==> src/rtl/uart2_rf_pkg.sv <==
// Package: shared widths and register addresses of the two-channel register front end.
// Assumes exactly two channels; address roles follow the channel register layout.
package uart2_rf_pkg;
    localparam int DW        = 8;
    localparam int AW        = 3;
    localparam int NCH       = 2;
    localparam int NREG      = 1 << AW;
    localparam int LCR_ADDR  = 3;
    localparam int DLAB_BIT  = 7;
    localparam int DLL_ADDR  = 0;
    localparam int DLM_ADDR  = 1;
    localparam int MODE_ADDR = 2;

    typedef logic [DW-1:0] byte_t;
    typedef logic [AW-1:0] addr_t;
endpackage

==> src/rtl/uart2_wr_decode.sv <==
// Write decoder: builds per-channel write enables from strobe, select and broadcast.
// Assumes each channel supplies its own divisor-access bit; decoding uses it per channel.
module uart2_wr_decode
    import uart2_rf_pkg::*;
(
    input  logic           wr_en,
    input  logic           ch_sel,
    input  addr_t          addr,
    input  logic           bcast,
    input  logic [NCH-1:0] dlab,
    output logic [NCH-1:0] wr_reg,
    output logic [NCH-1:0] wr_dll,
    output logic [NCH-1:0] wr_dlm,
    output logic           wr_mode,
    output logic           mismatch
);
    logic [NCH-1:0] hit;
    logic [NCH-1:0] mode_hit;
    localparam int LOW_SPAN = MODE_ADDR + 1;

    for (genvar c = 0; c < NCH; c++) begin : g_ch
        // channel hit: selected channel, or every channel during broadcast
        always_comb begin
            hit[c]      = wr_en && (bcast || (ch_sel == c[0]));
            wr_dll[c]   = hit[c] && dlab[c] && (addr == addr_t'(DLL_ADDR));
            wr_dlm[c]   = hit[c] && dlab[c] && (addr == addr_t'(DLM_ADDR));
            mode_hit[c] = hit[c] && dlab[c] && (addr == addr_t'(MODE_ADDR));
            wr_reg[c]   = hit[c] && !wr_dll[c] && !wr_dlm[c] && !mode_hit[c];
        end
    end

    // shared mode register written when any hit channel decodes it
    always_comb wr_mode = |mode_hit;

    // flag a broadcast write in the low window while decode bits disagree
    always_comb mismatch = wr_en && bcast && (int'(addr) < LOW_SPAN) && (dlab[0] != dlab[1]);
endmodule

==> src/rtl/uart2_chan_regs.sv <==
// Generic channel register set: normal registers plus two divisor latches.
// Assumes the mode register at address 2 lives outside; reads it as 0 here.
module uart2_chan_regs
    import uart2_rf_pkg::*;
(
    input  logic  clk,
    input  logic  rst_n,
    input  logic  wr_reg,
    input  logic  wr_dll,
    input  logic  wr_dlm,
    input  addr_t addr,
    input  byte_t wdata,
    output byte_t rd_val,
    output logic  dlab,
    output byte_t lcr
);
    byte_t regs [NREG];
    byte_t dll_q;
    byte_t dlm_q;

    // normal register storage
    always_ff @(posedge clk) begin
        if (!rst_n) begin
            for (int i = 0; i < NREG; i++) regs[i] <= '0;
        end else if (wr_reg) begin
            regs[addr] <= wdata;
        end
    end

    // divisor latch storage
    always_ff @(posedge clk) begin
        if (!rst_n) begin
            dll_q <= '0;
            dlm_q <= '0;
        end else begin
            if (wr_dll) dll_q <= wdata;
            if (wr_dlm) dlm_q <= wdata;
        end
    end

    assign lcr  = regs[LCR_ADDR];
    assign dlab = lcr[DLAB_BIT];

    // read selection by address and own divisor-access bit
    always_comb begin
        rd_val = regs[addr];
        if (dlab) begin
            if (addr == addr_t'(DLL_ADDR))       rd_val = dll_q;
            else if (addr == addr_t'(DLM_ADDR))  rd_val = dlm_q;
            else if (addr == addr_t'(MODE_ADDR)) rd_val = '0;
        end
    end

    // divisor latch write leaves the normal register at that address untouched
    assert_dll_apart_R7: assert property (@(posedge clk) disable iff (!rst_n)
        wr_dll |=> $stable(regs[DLL_ADDR]));
endmodule

==> src/rtl/uart2_mode_reg.sv <==
// Shared mode register: holds the broadcast control bit, upper bits read zero.
// Assumes the decoder raises wr_en only for a divisor-access address-2 write.
module uart2_mode_reg
    import uart2_rf_pkg::*;
(
    input  logic  clk,
    input  logic  rst_n,
    input  logic  wr_en,
    input  byte_t wdata,
    output byte_t rd_val,
    output logic  bcast
);
    logic bit0_q;

    // broadcast control bit storage
    always_ff @(posedge clk) begin
        if (!rst_n)     bit0_q <= 1'b0;
        else if (wr_en) bit0_q <= wdata[0];
    end

    assign bcast  = bit0_q;
    assign rd_val = {{(DW-1){1'b0}}, bit0_q};
endmodule

==> src/rtl/uart2_regfront.sv <==
// Top: register access front end of a two-channel UART with write broadcast.
// Assumes combinational read data and writes committed at the rising clock edge.
module uart2_regfront
    import uart2_rf_pkg::*;
(
    input  logic          clk,
    input  logic          rst_n,
    input  logic [AW-1:0] addr,
    input  logic          ch_sel,
    input  logic          wr_en,
    input  logic          rd_en,
    input  logic [DW-1:0] wdata,
    output logic [DW-1:0] rdata,
    output logic          bcast_on,
    output logic          dlab_mismatch
);
    logic [NCH-1:0] dlab;
    logic [NCH-1:0] wr_reg;
    logic [NCH-1:0] wr_dll;
    logic [NCH-1:0] wr_dlm;
    logic           wr_mode;
    byte_t          ch_rd  [NCH];
    byte_t          ch_lcr [NCH];
    byte_t          mode_rd;

    uart2_wr_decode u_dec (
        .wr_en    (wr_en),
        .ch_sel   (ch_sel),
        .addr     (addr),
        .bcast    (bcast_on),
        .dlab     (dlab),
        .wr_reg   (wr_reg),
        .wr_dll   (wr_dll),
        .wr_dlm   (wr_dlm),
        .wr_mode  (wr_mode),
        .mismatch (dlab_mismatch)
    );

    for (genvar c = 0; c < NCH; c++) begin : g_chan
        uart2_chan_regs u_regs (
            .clk    (clk),
            .rst_n  (rst_n),
            .wr_reg (wr_reg[c]),
            .wr_dll (wr_dll[c]),
            .wr_dlm (wr_dlm[c]),
            .addr   (addr),
            .wdata  (wdata),
            .rd_val (ch_rd[c]),
            .dlab   (dlab[c]),
            .lcr    (ch_lcr[c])
        );
    end

    uart2_mode_reg u_mode (
        .clk    (clk),
        .rst_n  (rst_n),
        .wr_en  (wr_mode),
        .wdata  (wdata),
        .rd_val (mode_rd),
        .bcast  (bcast_on)
    );

    // read mux: selected channel, mode register when that channel decodes it
    always_comb begin
        rdata = '0;
        if (rd_en) begin
            if (dlab[ch_sel] && addr == addr_t'(MODE_ADDR)) rdata = mode_rd;
            else                                          rdata = ch_rd[ch_sel];
        end
    end

    // broadcast is off in the cycle after reset
    assert_reset_clear_R1: assert property (@(posedge clk)
        !rst_n |=> !bcast_on);

    // broadcast line-control write reaches both channels
    assert_bcast_both_R5: assert property (@(posedge clk) disable iff (!rst_n)
        (wr_en && bcast_on && addr == addr_t'(LCR_ADDR))
        |=> (ch_lcr[0] == $past(wdata)) && (ch_lcr[1] == $past(wdata)));

    // without broadcast the other channel's line control holds
    assert_single_only_R4: assert property (@(posedge clk) disable iff (!rst_n)
        (wr_en && !bcast_on && !ch_sel) |=> $stable(ch_lcr[1]));

    // mode register readback carries zeros above bit 0
    assert_mode_upper_R2: assert property (@(posedge clk) disable iff (!rst_n)
        (rd_en && dlab[ch_sel] && addr == addr_t'(MODE_ADDR)) |-> (rdata[DW-1:1] == '0));

    // line-control reads come from the selected channel
    assert_read_steer_R6: assert property (@(posedge clk) disable iff (!rst_n)
        (rd_en && addr == addr_t'(LCR_ADDR)) |-> (rdata == ch_lcr[ch_sel]));

    // idle read strobe gives zero data
    assert_rd_idle_R9: assert property (@(posedge clk) disable iff (!rst_n)
        !rd_en |-> (rdata == '0));
endmodule

==> config.mk <==
export PLATFORM = sky130hd
export DESIGN_NAME = uart2_regfront
export DESIGN_NICKNAME = d
export VERILOG_FILES = /design/src/rtl/uart2_rf_pkg.sv /design/src/rtl/uart2_wr_decode.sv /design/src/rtl/uart2_chan_regs.sv /design/src/rtl/uart2_mode_reg.sv /design/src/rtl/uart2_regfront.sv
export SDC_FILE = /design/constraint.sdc
export NUM_CORES = 1
export LEC_CHECK = 0
export BUFFER_PORTS_ARGS = -buffer_cell sky130_fd_sc_hd__buf_2
export CELL_PAD_IN_SITES_DETAIL_PLACEMENT = 1
export CELL_PAD_IN_SITES_GLOBAL_PLACEMENT = 2
export CORE_AREA = 5 5 136 138
export CTS_BUF_LIST = sky130_fd_sc_hd__clkbuf_4
export DETAILED_ROUTE_END_ITERATION = 6
export DIE_AREA = 0 0 141 143
export GPL_TIMING_DRIVEN = 1
export PLACE_DENSITY = 0.9
export SETUP_SLACK_MARGIN = 0.1
export SYNTH_ARGS = -nofsm -noshare
export SYNTH_HDL_FRONTEND = slang
export SYNTH_SLANG_ARGS = --single-unit
==> constraint.sdc <==
create_clock -name clk -period 5.3 [get_ports clk]
set_clock_uncertainty 0.05 [all_clocks]
set_input_delay 1.325 -clock clk [delete_from_list [all_inputs] [get_ports clk]]
set_output_delay 1.325 -clock clk [all_outputs]
set_load 0.03 [all_outputs]
# Yosys cells after proc, flatten, opt, wreduce, memory -nomap -nowiden
# Memory sizes are Yosys's and may differ from the RTL's.
# Cells that the tools add are included.
[word_totals] register_bits=33 ram_bits=128 output_inout_bits=10 elab_cells=75 mem_count=2
[mem_list] name="g_chan[0].u_regs.regs" depth=8 width=8 read_ports=2 rd_clocked_by_memory_dff=0 write_ports=8 line_no="uart2_chan_regs.sv:17" source="byte_t regs [NREG];"
[mem_list] name="g_chan[1].u_regs.regs" depth=8 width=8 read_ports=2 rd_clocked_by_memory_dff=0 write_ports=8 line_no="uart2_chan_regs.sv:17"
[classes] n_lt_le_gt_ge=3 n_eq_ne=3 n_mux=28 bitwise_logic=2 n_reduce_logical=32
[op_table] op="$mux 8" n=15
[op_table] op="$logic_and 1x1->1" n=20
[op_table] op="$reduce_or 8->1" n=2
[op_table] op="$mux 1" n=11
[op_table] op="$logic_not 1->1" n=6
[op_table] op="$mux 3" n=2
[op_table] op="$eq 3x1->1 const B" n=1
[op_table] op="$eq 3x2->1 const B" n=1
[op_table] op="$logic_not 3->1" n=1
[op_table] op="$lt 3x2->1 const B" n=1
[op_table] op="$ge 2x2->1 const B" n=1
[op_table] op="$logic_or 1x1->1" n=2
[op_table] op="$lt 1x2->1 const B" n=1
[op_table] op="$not 1->2" n=1
[op_table] op="$reduce_or 2->1" n=1
[op_table] op="$ne 1x1->1" n=1
[op_table] op="$not 1->1" n=1

# Longest topological paths before layout
# Gate-level depths: netlist of the first run.
[depth] depth_word=14 depth_mapped=8 ltp_nobuf=5

# Cells and area by module
# Synthesis of the first run repeated with hierarchy kept, for this count alone.
[unflattened] hier_cells=638 hier_area_um2=8077.7
[by_module_without_submodules] module="uart2_chan_regs at g_chan[0].u_regs" n_inst=1 cells_per_inst=299 area_each_um2=3834.9
[by_module_without_submodules] module="uart2_chan_regs at g_chan[1].u_regs" n_inst=1 cells_per_inst=277 area_each_um2=3746.1
[by_module_without_submodules] module="uart2_regfront" n_inst=1 cells_per_inst=31 area_each_um2=281.5
[by_module_without_submodules] module="uart2_wr_decode" n_inst=1 cells_per_inst=19 area_each_um2=115.1
[by_module_without_submodules] module="uart2_mode_reg" n_inst=1 cells_per_inst=12 area_each_um2=100.1

# Worst setup path after synthesis of the first run
# No wires, ideal clock.
[synth_timing] kind="input port to output port" start="in addr[2]" end="out rdata[4]" arrival_time_ps=2984 slack_ps=941 cell_stages=7 path_cell_list="buf_4 -> buf_6 -> buf_8 -> mux2i_1 -> a211oi_1 -> o22ai_1 -> a2111oi_2"
[synth_between] elab_chain_len=10 elab_cells_between_ends=19 cone_classes="eq/ne (2); mux (13); reduce/logical (2); memory (2)"
[synth_rtl] item="start: declaration" line_no="uart2_regfront.sv:8" source="input logic [AW-1:0] addr,"
[synth_rtl] item="$mem_v2 8x8 / $eq 3x2->1 (equally long branches)"
[synth_rtl] item="$mux 8" line_no="uart2_chan_regs.sv:50" source="else if (addr == addr_t'(MODE_ADDR)) rd_val = '0;"
[synth_rtl] item="$mux 8" line_no="uart2_chan_regs.sv:49" source="else if (addr == addr_t'(DLM_ADDR)) rd_val = dlm_q;"
[synth_rtl] item="$mux 8" line_no="uart2_chan_regs.sv:48" source="if (addr == addr_t'(DLL_ADDR)) rd_val = dll_q;"
[synth_rtl] item="$mux 8" line_no="uart2_chan_regs.sv:47" source="if (dlab) begin"
[synth_rtl] item="$mux 8 (implied by the code) (3 in series)" line_no="uart2_regfront.sv:68" source="else rdata = ch_rd[ch_sel];"
[synth_rtl] item="$mux 8 (*)" line_no="uart2_regfront.sv:67" source="if (dlab[ch_sel] && addr == addr_t'(MODE_ADDR)) rdata = mode_rd;"
[synth_rtl] item="$mux 8 (*)" line_no="uart2_regfront.sv:66" source="if (rd_en) begin"
[synth_rtl] item="end: declaration" line_no="uart2_regfront.sv:13" source="output logic [DW-1:0] rdata,"
# Mark *: on every way between the ends. The rest lies on a longest branch, timed or not. The select of a mux whose other input is x is not followed.

# Worst setup path in the final report of the first run
[layout_timing] start="in addr[1]" end="out rdata[0]"
# Same word-level chain as after synthesis.

==> run summary, run 1 <==
DRT iter0 DRCs: 443
met3 WL post-DR: 1320 um
R2R depth: 3
critical path endpoint category: output pin
CTS Buf Count: 17
reg2reg start: u_mode.bcast
Clk Latency, worst-skew pair: 0.58 ns
top post-synthesis cells by count: 132 x and2_1, 128 x edfxtp_1, 58 x mux2i_1
Boundary Pins: 26
crit path time final: 4.93 ns
Ys Warns: 0
Gate Count Post-Synth: 672
H-tree Lvls: 4
FF-to-FF setup slack: 2.61 ns
crit path kind: input pin to output pin
Slew Limit Fails: 0
row cnt: 48
post-CTS setup repair buffer count: 0
Avg WL per Cell: 24.5 um
Post-synth EDFFs: 128
proportion of netlist area held by the largest area contributor: 47.1%
Worst-path clk slew: 0.13 ns
CP top delay family: compound AO/OA/AOI/OAI gates
WL final: 22800 um
Fin Setup TNS: 0 ns
highest metal used: met4
most common cell in the netlist: and2_1
number of diodes: 0
Starting Density: 47.8%
core area: 17100 um^2
status: finished, final reports clean
Critical Path Fanout Max: 24
layout cells sized above 1: 18.3%
worst-case clock buffer depth: 2
Startpoint Class: input pin
M1 WL: 10200 um
Design Power: 2.39 mW
Netlist cell types: 58
Final HPWL DP: 16000 um
drt first pass iters: 5
DR vias: 5455
CP required: 3.92 ns
syn avg cell area: 12.1 um^2
min-delay worst type: flop to flop
final antenna-violating net count: 0
Final #Nets: 709
CP max-delay cell: a2111oi_0
CTS tree: yes
first-pass GRT wire length: 35400 um
DP Cell Count: 899
Final Non-Filler Cells: 931
DR WL met2: 10900 um
port bufs: 25
residual DRC count: 0
CP dominant cell by count: buf_2
GRT overflow: 0
Post-CTS Hold Buffers: 0
P&R area growth vs syn: 7.64%
routability congestion estimate: 0.863
sequential element share of the synthesized area: 55.2%
CTS sink cnt: 161
worst-margin pin slew: 1.24 ns
Die Y: 143 um
VDD IR max: 0.000174 V
leading area contributor after synthesis: edfxtp_1
Lkg Pwr: 3.11 nW
Primary FF master, synth: edfxtp_1
clk root buf: clkbuf_4
power density over the cells: 273 nW/um^2
vias in the first global route: 5845
FFs w/ async S/R, synth: 0%
CP bufs+invs: 3
Cell Area, Synth: 8160 um^2
dominant cells by area after synthesis: edfxtp_1 47%, and2_1 10%, dfxtp_1 8.1%
worst endpoint data arrival time: 3.55 ns
Chip Width: 141 um
maxcap violations: 0
unrepaired setup endpoints after global routing: no
Hold WS: 0.490 ns
WHS Path Cells: 2
largest net degree at the start of global routing: 51
cells along the critical path: buf_2 -> buf_4 -> nor2b_1 -> a2111oi_0 -> o41ai_1 -> nand4_1 -> o21ai_1 -> buf_2
initial antenna violation count: 2
via density per instance: 5.86
worst hold start: g_chan[1].u_regs.dlm_q[1]
Tcrit/Tclk final: 92.9%
Synth Net Count: 688
Worst R2R End: g_chan[0].u_regs.regs[5][2]
final setup fails: 0
final count of hold timing violations: 0
Worst slew margin: 16.3%
Max stage delay on crit path: 0.76 ns
die area: 20200 um^2
hold endpoint: g_chan[1].u_regs.dlm_q[1]
GRT Total Usage: 23.7%
Seq cells post-synth: 161
achievable frequency: 203 MHz
post-cts repair resize count: 0
==> power breakdown <==
| group | internal (mW) | leakage [nW] | switching [mW] | total, mW |
|---|---|---|---|---|
| combinational | 0.0913 | 1.41 | 0.179 | 0.270 |
| sequential | 1.40 | 1.57 | 0.0208 | 1.42 |
| clock | 0.235 | 0.130 | 0.465 | 0.700 |
| total | 1.73 | 3.11 | 0.664 | 2.39 |
==> cells in the final DEF, fill, tap and decap left out, types with 7 or more instances in the layout <==
cell,instances
a211oi_1,10
a21oi_1,13
a31oi_1,7
and2_1,132
buf_2,25
buf_4,30
clkbuf_4,17
dfxtp_1,33
edfxtp_1,128
mux2_2,7
mux2i_1,58
mux4_2,16
nand2_1,25
nand2b_1,10
nor2_1,23
nor2b_1,43
o21ai_0,29
o22ai_1,11
==> worst max path at each step <==
stage	slack (ns)	from	depth (start not counted)	endpoint
global route	0.25	addr[2]	7	rdata[5]
detailed placement	0.42	addr[2]	7	rdata[5]
global placement	0.45	addr[2]	7	rdata[4]
finish	0.37	addr[1]	8	rdata[0]
floorplan	0.94	addr[2]	7	rdata[4]
CTS	0.42	addr[2]	7	rdata[5]
==> worst register-to-register path: cells and delay by family (launching register included) <==
kind             cells  cell delay (ns)
AO/OA/AOI/OAI        1             1.16
AND/OR/NAND/NOR      2             0.63
flip-flops           1             0.47
==> metrics by stage <==
step	utilization [%]	instance area [um^2]	setup slack, ns
4_1_cts	51.5	8780	0.418
6_report	51.5	8780	0.375
3_5_place_dp	50.0	8520	0.423
3_3_place_gp	50.0	8520	0.448
5_1_grt	51.5	8780	0.251
2_1_floorplan	-	8160	0.941
==> kinds of logic after synthesis <==
| kind of cell | after synthesis | share of synthesized area, % |
|---|---|---|
| flip-flops | 161 | 55.2 |
| AND/OR/NAND/NOR | 263 | 19.6 |
| buffers and inverters | 58 | 3.53 |
| AO/OA/AOI/OAI | 107 | 8.96 |
| multiplexers | 82 | 12.6 |
| XOR/XNOR | 1 | 0.107 |
==> routing by layer <==
layer / track usage (%) / vias to the layer above
met2: 39.2 / 163
met5: 0 / -
met1: 33.0 / 2784
met3: 4.15 / 23
li1: - / 2485
met4: 5.35 / 0
==> layout make-up <==
type	instances	area (um^2)
fill	1793	8280
sequential	161	4500
multi-input combinational	453	3370
timing repair buffer	55	350
tap	225	282
clock inverter	15	133
clock buffer	17	128
inverter	5	18.8
==> sequential cells by signal, summed over array words and instances, names as in the netlist <==
signal,cells
g_chan.u_regs.regs,128
g_chan.u_regs.dlm_q,16
g_chan.u_regs.dll_q,16
u_mode.bcast,1
(Power assumes the default switching activity.)
==> run 2, diff against run 1 <==
--- a/config.mk
+++ b/config.mk
@@ -5,13 +5,14 @@
 export SDC_FILE = /design/constraint.sdc
 export NUM_CORES = 1
 export LEC_CHECK = 0
+export ABC_AREA = 1
 export BUFFER_PORTS_ARGS = -buffer_cell sky130_fd_sc_hd__buf_2
 export CELL_PAD_IN_SITES_DETAIL_PLACEMENT = 1
 export CELL_PAD_IN_SITES_GLOBAL_PLACEMENT = 2
-export CORE_AREA = 5 5 136 138
+export CORE_AREA = 5 5 137 139
 export CTS_BUF_LIST = sky130_fd_sc_hd__clkbuf_4
 export DETAILED_ROUTE_END_ITERATION = 6
-export DIE_AREA = 0 0 141 143
+export DIE_AREA = 0 0 142 144
 export GPL_TIMING_DRIVEN = 1
 export PLACE_DENSITY = 0.9
 export SETUP_SLACK_MARGIN = 0.1
==> run summary, run 2 <==
status: finished, final reports clean
worst endpoint data arrival time: 3.36 ns
H-tree Lvls: 4
Placed Area: 7830 um^2
Chip Width: 142 um
Finished Core Util: 46.0%
CTS tree: yes
final count of hold timing violations: 0
Primary FF master, synth: edfxtp_1
FFs w/ async S/R, synth: 0%
Worst R2R End: g_chan[0].u_regs.regs[1][7]
Worst-path clk slew: 0.15 ns
Die Y: 144 um
critical path endpoint category: output pin
Netlist cell types: 29
GRT overflow: 0
Post-synth EDFFs: 128
achievable frequency: 211 MHz
drt first pass iters: 5
top post-synthesis cells by count: 182 x nor2_1, 169 x nand2_1, 128 x edfxtp_1
core area: 17500 um^2
crit path time final: 4.73 ns
via density per instance: 5.60
post-CTS setup repair buffer count: 0
Worst slew margin: 26.7%
syn avg cell area: 8.99 um^2
Final #Nets: 859
CTS sink cnt: 161
Cell Area, Synth: 7510 um^2
leading area contributor after synthesis: edfxtp_1
Lkg Pwr: 3.20 nW
FF-to-FF setup slack: 2.75 ns
vias in the first global route: 6186
WHS Path Cells: 2
final setup fails: 0
proportion of netlist area held by the largest area contributor: 51.2%
Synth Net Count: 852
P&R area growth vs syn: 7.38%
crit path kind: input pin to output pin
largest registers: g_chan.u_regs.regs: 128 flops, g_chan.u_regs.dll_q: 16 flops, g_chan.u_regs.dlm_q: 16 flops
Fin Setup TNS: 0 ns
worst hold start: u_mode.bcast
clk root buf: clkbuf_4
GRT Total Usage: 23.6%
DR vias: 6077
worst-margin pin slew: 1.10 ns
most common cell after layout, fill and taps aside: nor2_1
Starting Density: 42.9%
most common cell in the netlist: nor2_1
Ys Warns: 0
worst-case clock buffer depth: 2
die area: 20400 um^2
hold endpoint: u_mode.bcast
Boundary Pins: 26
CP required: 3.92 ns
Largest register FFs: 128
Seq cells post-synth: 161
post-cts repair resize count: 0
min-delay worst type: flop to flop
Final HPWL DP: 16000 um
Tcrit/Tclk final: 89.3%
row cnt: 49
Avg WL per Cell: 21.7 um
residual DRC count: 0
port bufs: 25
WL final: 23600 um
most frequent cells in the layout: 182 x nor2_1, 169 x nand2_1, 128 x edfxtp_1
layout cells sized above 1: 11.1%
routability congestion estimate: 0.949
sequential element share of the synthesized area: 60.0%
power density over the cells: 293 nW/um^2
largest net degree at the start of global routing: 43
reg2reg start: g_chan[0].u_regs.regs[3][7]
unrepaired setup endpoints after global routing: no
Slew Limit Fails: 0
DRT iter0 DRCs: 544
Clk Latency, worst-skew pair: 0.58 ns
Post-CTS Hold Buffers: 0
Critical Path Fanout Max: 19
dominant cells by area after synthesis: edfxtp_1 51%, nor2_1 9.1%, dfxtp_1 8.8%
final antenna-violating net count: 0
first-pass GRT wire length: 36100 um
Biggest register: g_chan.u_regs.regs
Gate Count Post-Synth: 836
Design Power: 2.36 mW
initial antenna violation count: 1
R2R depth: 5
Startpoint Class: input pin
maxcap violations: 0
Hold WS: 0.500 ns
design area: 8070 um^2
VDD IR max: 0.000147 V
CTS Buf Count: 17
[run 2: changes by cell type after synthesis, moves of 37 or more]
cell     delta
a21oi_1    +52
and2_1    -131
mux2i_1    -58
nand2_1   +144
nor2_1    +159
nor2b_1    -43
o21ai_0    +37
[run 2: logic make-up after synthesis]
logic type / count (synthesis) / share of synthesized area [%]
AO/OA/AOI/OAI: 152 / 11.2
XOR/XNOR: 1 / 0.117
AND/OR/NAND/NOR: 427 / 23.9
flip-flops: 161 / 60.0
buffers and inverters: 95 / 4.86
[run 2: worst max path at each step]
stage | slack, ns | start | cells past startpoint | end
3_3_place_gp | 0.56 | addr[1] | 12 | rdata[6]
6_report | 0.57 | addr[0] | 13 | rdata[0]
3_5_place_dp | 0.57 | addr[1] | 12 | rdata[6]
4_1_cts | 0.58 | addr[1] | 12 | rdata[6]
2_1_floorplan | 1.02 | addr[2] | 11 | rdata[2]
5_1_grt | 0.35 | addr[0] | 13 | rdata[0]
[run 2: final cells by class]
| class | count | area, um^2 |
|---|---|---|
| antenna | 1 | 2.50 |
| clock buffer | 19 | 143 |
| sequential | 161 | 4500 |
| clock inverter | 13 | 92.6 |
| multi-input combinational | 580 | 2640 |
| fill | 2128 | 9470 |
| timing repair buffer | 39 | 230 |
| inverter | 44 | 165 |
| tap | 229 | 287 |
[run 2: per-stage QoR]
step           setup WS, ns  std cells
2_1_floorplan          1.02        836
3_3_place_gp          0.557       1053
3_5_place_dp          0.573       1053
4_1_cts               0.580       1085
5_1_grt               0.353       1086
6_report              0.566       1086
[run 2: routing by layer]
metal | routed length [um] | share of wire, % | global-route usage [%]
met1 | 10700 | 45 | 31.7
met2 | 11800 | 50 | 40.1
met3 | 713 | 3.0 | 3.37
met4 | 420 | 1.8 | 6.72
met5 | 0 | 0 | 0
[run 2: worst max-delay path, cell delays in order]
cell      delay [ns]
buf_2           0.31
clkinv_1        0.19
buf_4           0.21
nand3_2         0.14
nand2_1         0.13
inv_1           0.31
nand3_1         0.13
nand2_1         0.08
nand2_1         0.06
nand2_1         0.07
nand3_1         0.07
a21oi_1         0.13
buf_2           0.21
[run 2: where the power goes]
group	switching [mW]	internal, mW
combinational	0.205	0.0618
sequential	0.0157	1.40
clock	0.440	0.236
total	0.660	1.70
==> run 3, diff against run 2 <==
--- a/config.mk
+++ b/config.mk
@@ -14,7 +14,7 @@
 export DETAILED_ROUTE_END_ITERATION = 6
 export DIE_AREA = 0 0 142 144
 export GPL_TIMING_DRIVEN = 1
-export PLACE_DENSITY = 0.9
+export PLACE_DENSITY_LB_ADDON = 0.12
 export SETUP_SLACK_MARGIN = 0.1
 export SYNTH_ARGS = -nofsm -noshare
 export SYNTH_HDL_FRONTEND = slang
==> run summary, run 3 (synthesis results as in run 2) <==
Die Y: 144 um
R2R depth: 5
Post-CTS Hold Buffers: 0
Max stage delay on crit path: 0.33 ns
final setup fails: 0
Clk Latency, worst-skew pair: 0.56 ns
Worst slew margin: 25.1%
worst hold start: u_mode.bcast
final antenna-violating net count: 0
initial antenna violation count: 1
crit path time final: 4.80 ns
routability congestion estimate: 0.926
VDD IR max: 0.000162 V
Fin Setup TNS: 0 ns
Tcrit/Tclk final: 90.5%
Finished Core Util: 46.3%
Avg WL per Cell: 22.5 um
CP top delay family: buffers and inverters
Hold WS: 0.501 ns
Slew Limit Fails: 0
Starting Density: 42.9%
Final #Nets: 858
via density per instance: 5.62
maxcap violations: 0
Critical Path Fanout Max: 25
CP dominant cell by count: nand2_1
H-tree Lvls: 4
CTS tree: yes
DR vias: 6099
WHS Path Cells: 2
vias in the first global route: 6156
unrepaired setup endpoints after global routing: no
worst endpoint data arrival time: 3.42 ns
most frequent cells in the layout: 182 x nor2_1, 169 x nand2_1, 128 x edfxtp_1
GRT Total Usage: 24.5%
status: finished, final reports clean
GRT overflow: 0
critical path endpoint category: output pin
post-cts repair resize count: 0
hold endpoint: u_mode.bcast
Biggest register: g_chan.u_regs.regs
Final HPWL DP: 16500 um
CP required: 3.92 ns
CP bufs+invs: 4
clk root buf: clkbuf_4
first-pass GRT wire length: 37200 um
Worst R2R End: g_chan[1].u_regs.regs[3][1]
largest net degree at the start of global routing: 41
achievable frequency: 209 MHz
most common cell after layout, fill and taps aside: nor2_1
worst-case clock buffer depth: 2
Placed Area: 7840 um^2
worst-margin pin slew: 1.12 ns
drt first pass iters: 5
Lkg Pwr: 3.20 nW
Design Power: 2.46 mW
Worst-path clk slew: 0.15 ns
WL final: 24400 um
Startpoint Class: input pin
design area: 8120 um^2
core area: 17500 um^2
power density over the cells: 303 nW/um^2
CTS sink cnt: 161
Chip Width: 142 um
post-CTS setup repair buffer count: 0
reg2reg start: g_chan[1].u_regs.regs[3][7]
cells along the critical path: buf_2 -> nor2_1 -> nand2_1 -> inv_1 -> buf_4 -> nand2_1 -> nand2_1 -> nand2_1 -> nand2_1 -> nand3_1 -> a21oi_1 -> buf_2
P&R area growth vs syn: 8.09%
crit path kind: input pin to output pin
Boundary Pins: 26
FF-to-FF setup slack: 2.73 ns
DRT iter0 DRCs: 515
die area: 20400 um^2
final count of hold timing violations: 0
port bufs: 25
largest registers: g_chan.u_regs.regs: 128 flops, g_chan.u_regs.dll_q: 16 flops, g_chan.u_regs.dlm_q: 16 flops
critical path depth in cells: 12
CTS Buf Count: 17
Largest register FFs: 128
min-delay worst type: flop to flop
layout cells sized above 1: 10.9%
residual DRC count: 0
CP max-delay cell: inv_1
row cnt: 49
[run 3: cell count changes in the layout (fill, tap and decap cells not counted)]
cell / previous run / this run
clkinv_2: 5 / 2
inv_2: 4 / 1
inv_6: 0 / 5
clkinvlp_2: 0 / 1
clkbuf_4: 19 / 17
inv_4: 3 / 0
bufinv_16: 1 / 2
clkinvlp_4: 1 / 3
buf_4: 14 / 12
inv_8: 0 / 1
clkinv_1: 4 / 5
buf_12: 0 / 1
[run 3: area by class of cell]
class	count	area (um^2)
repair buffers	38	235
clock buffers	17	128
diodes	1	2.50
clock inverters	15	156
multi-input cells	580	2640
fillers	2069	9410
flip-flops and latches	161	4500
well taps	229	287
inverters	44	165
[run 3: worst register-to-register path: stages (launching register included)]
cell and delay (ns):
edfxtp_1 0.56, nand2_1 0.16, nand2_1 0.09, a211oi_4 0.66, nand2_2 0.31, nand2_1 0.42
[run 3: where the power goes]
part	switching, mW	internal [mW]	leakage (nW)
sequential	0.0164	1.40	1.59
clock	0.485	0.286	0.145
combinational	0.209	0.0623	1.47
[run 3: worst max path at each step]
stage	endpoint	start	slack, ns
6_report	rdata[0]	addr[1]	0.50
3_3_place_gp	rdata[4]	addr[1]	0.54
5_1_grt	rdata[1]	addr[1]	0.32
2_1_floorplan	rdata[2]	addr[2]	1.02
3_5_place_dp	rdata[0]	addr[1]	0.50
4_1_cts	rdata[0]	addr[1]	0.51
[run 3: stage by stage]
stage / std cells / worst slack (ns)
floorplan: 836 / 1.02
global placement: 1052 / 0.538
detailed placement: 1052 / 0.501
CTS: 1084 / 0.507
global route: 1085 / 0.321
finish: 1085 / 0.504
[run 3: routing by layer]
| metal | wire length [um] | GRT usage, % | share of wire, % |
|---|---|---|---|
| met5 | 0 | 0 | 0 |
| met1 | 11100 | 33.8 | 45 |
| met2 | 11600 | 40.3 | 48 |
| met4 | 635 | 8.18 | 2.6 |
| met3 | 1070 | 3.17 | 4.4 |
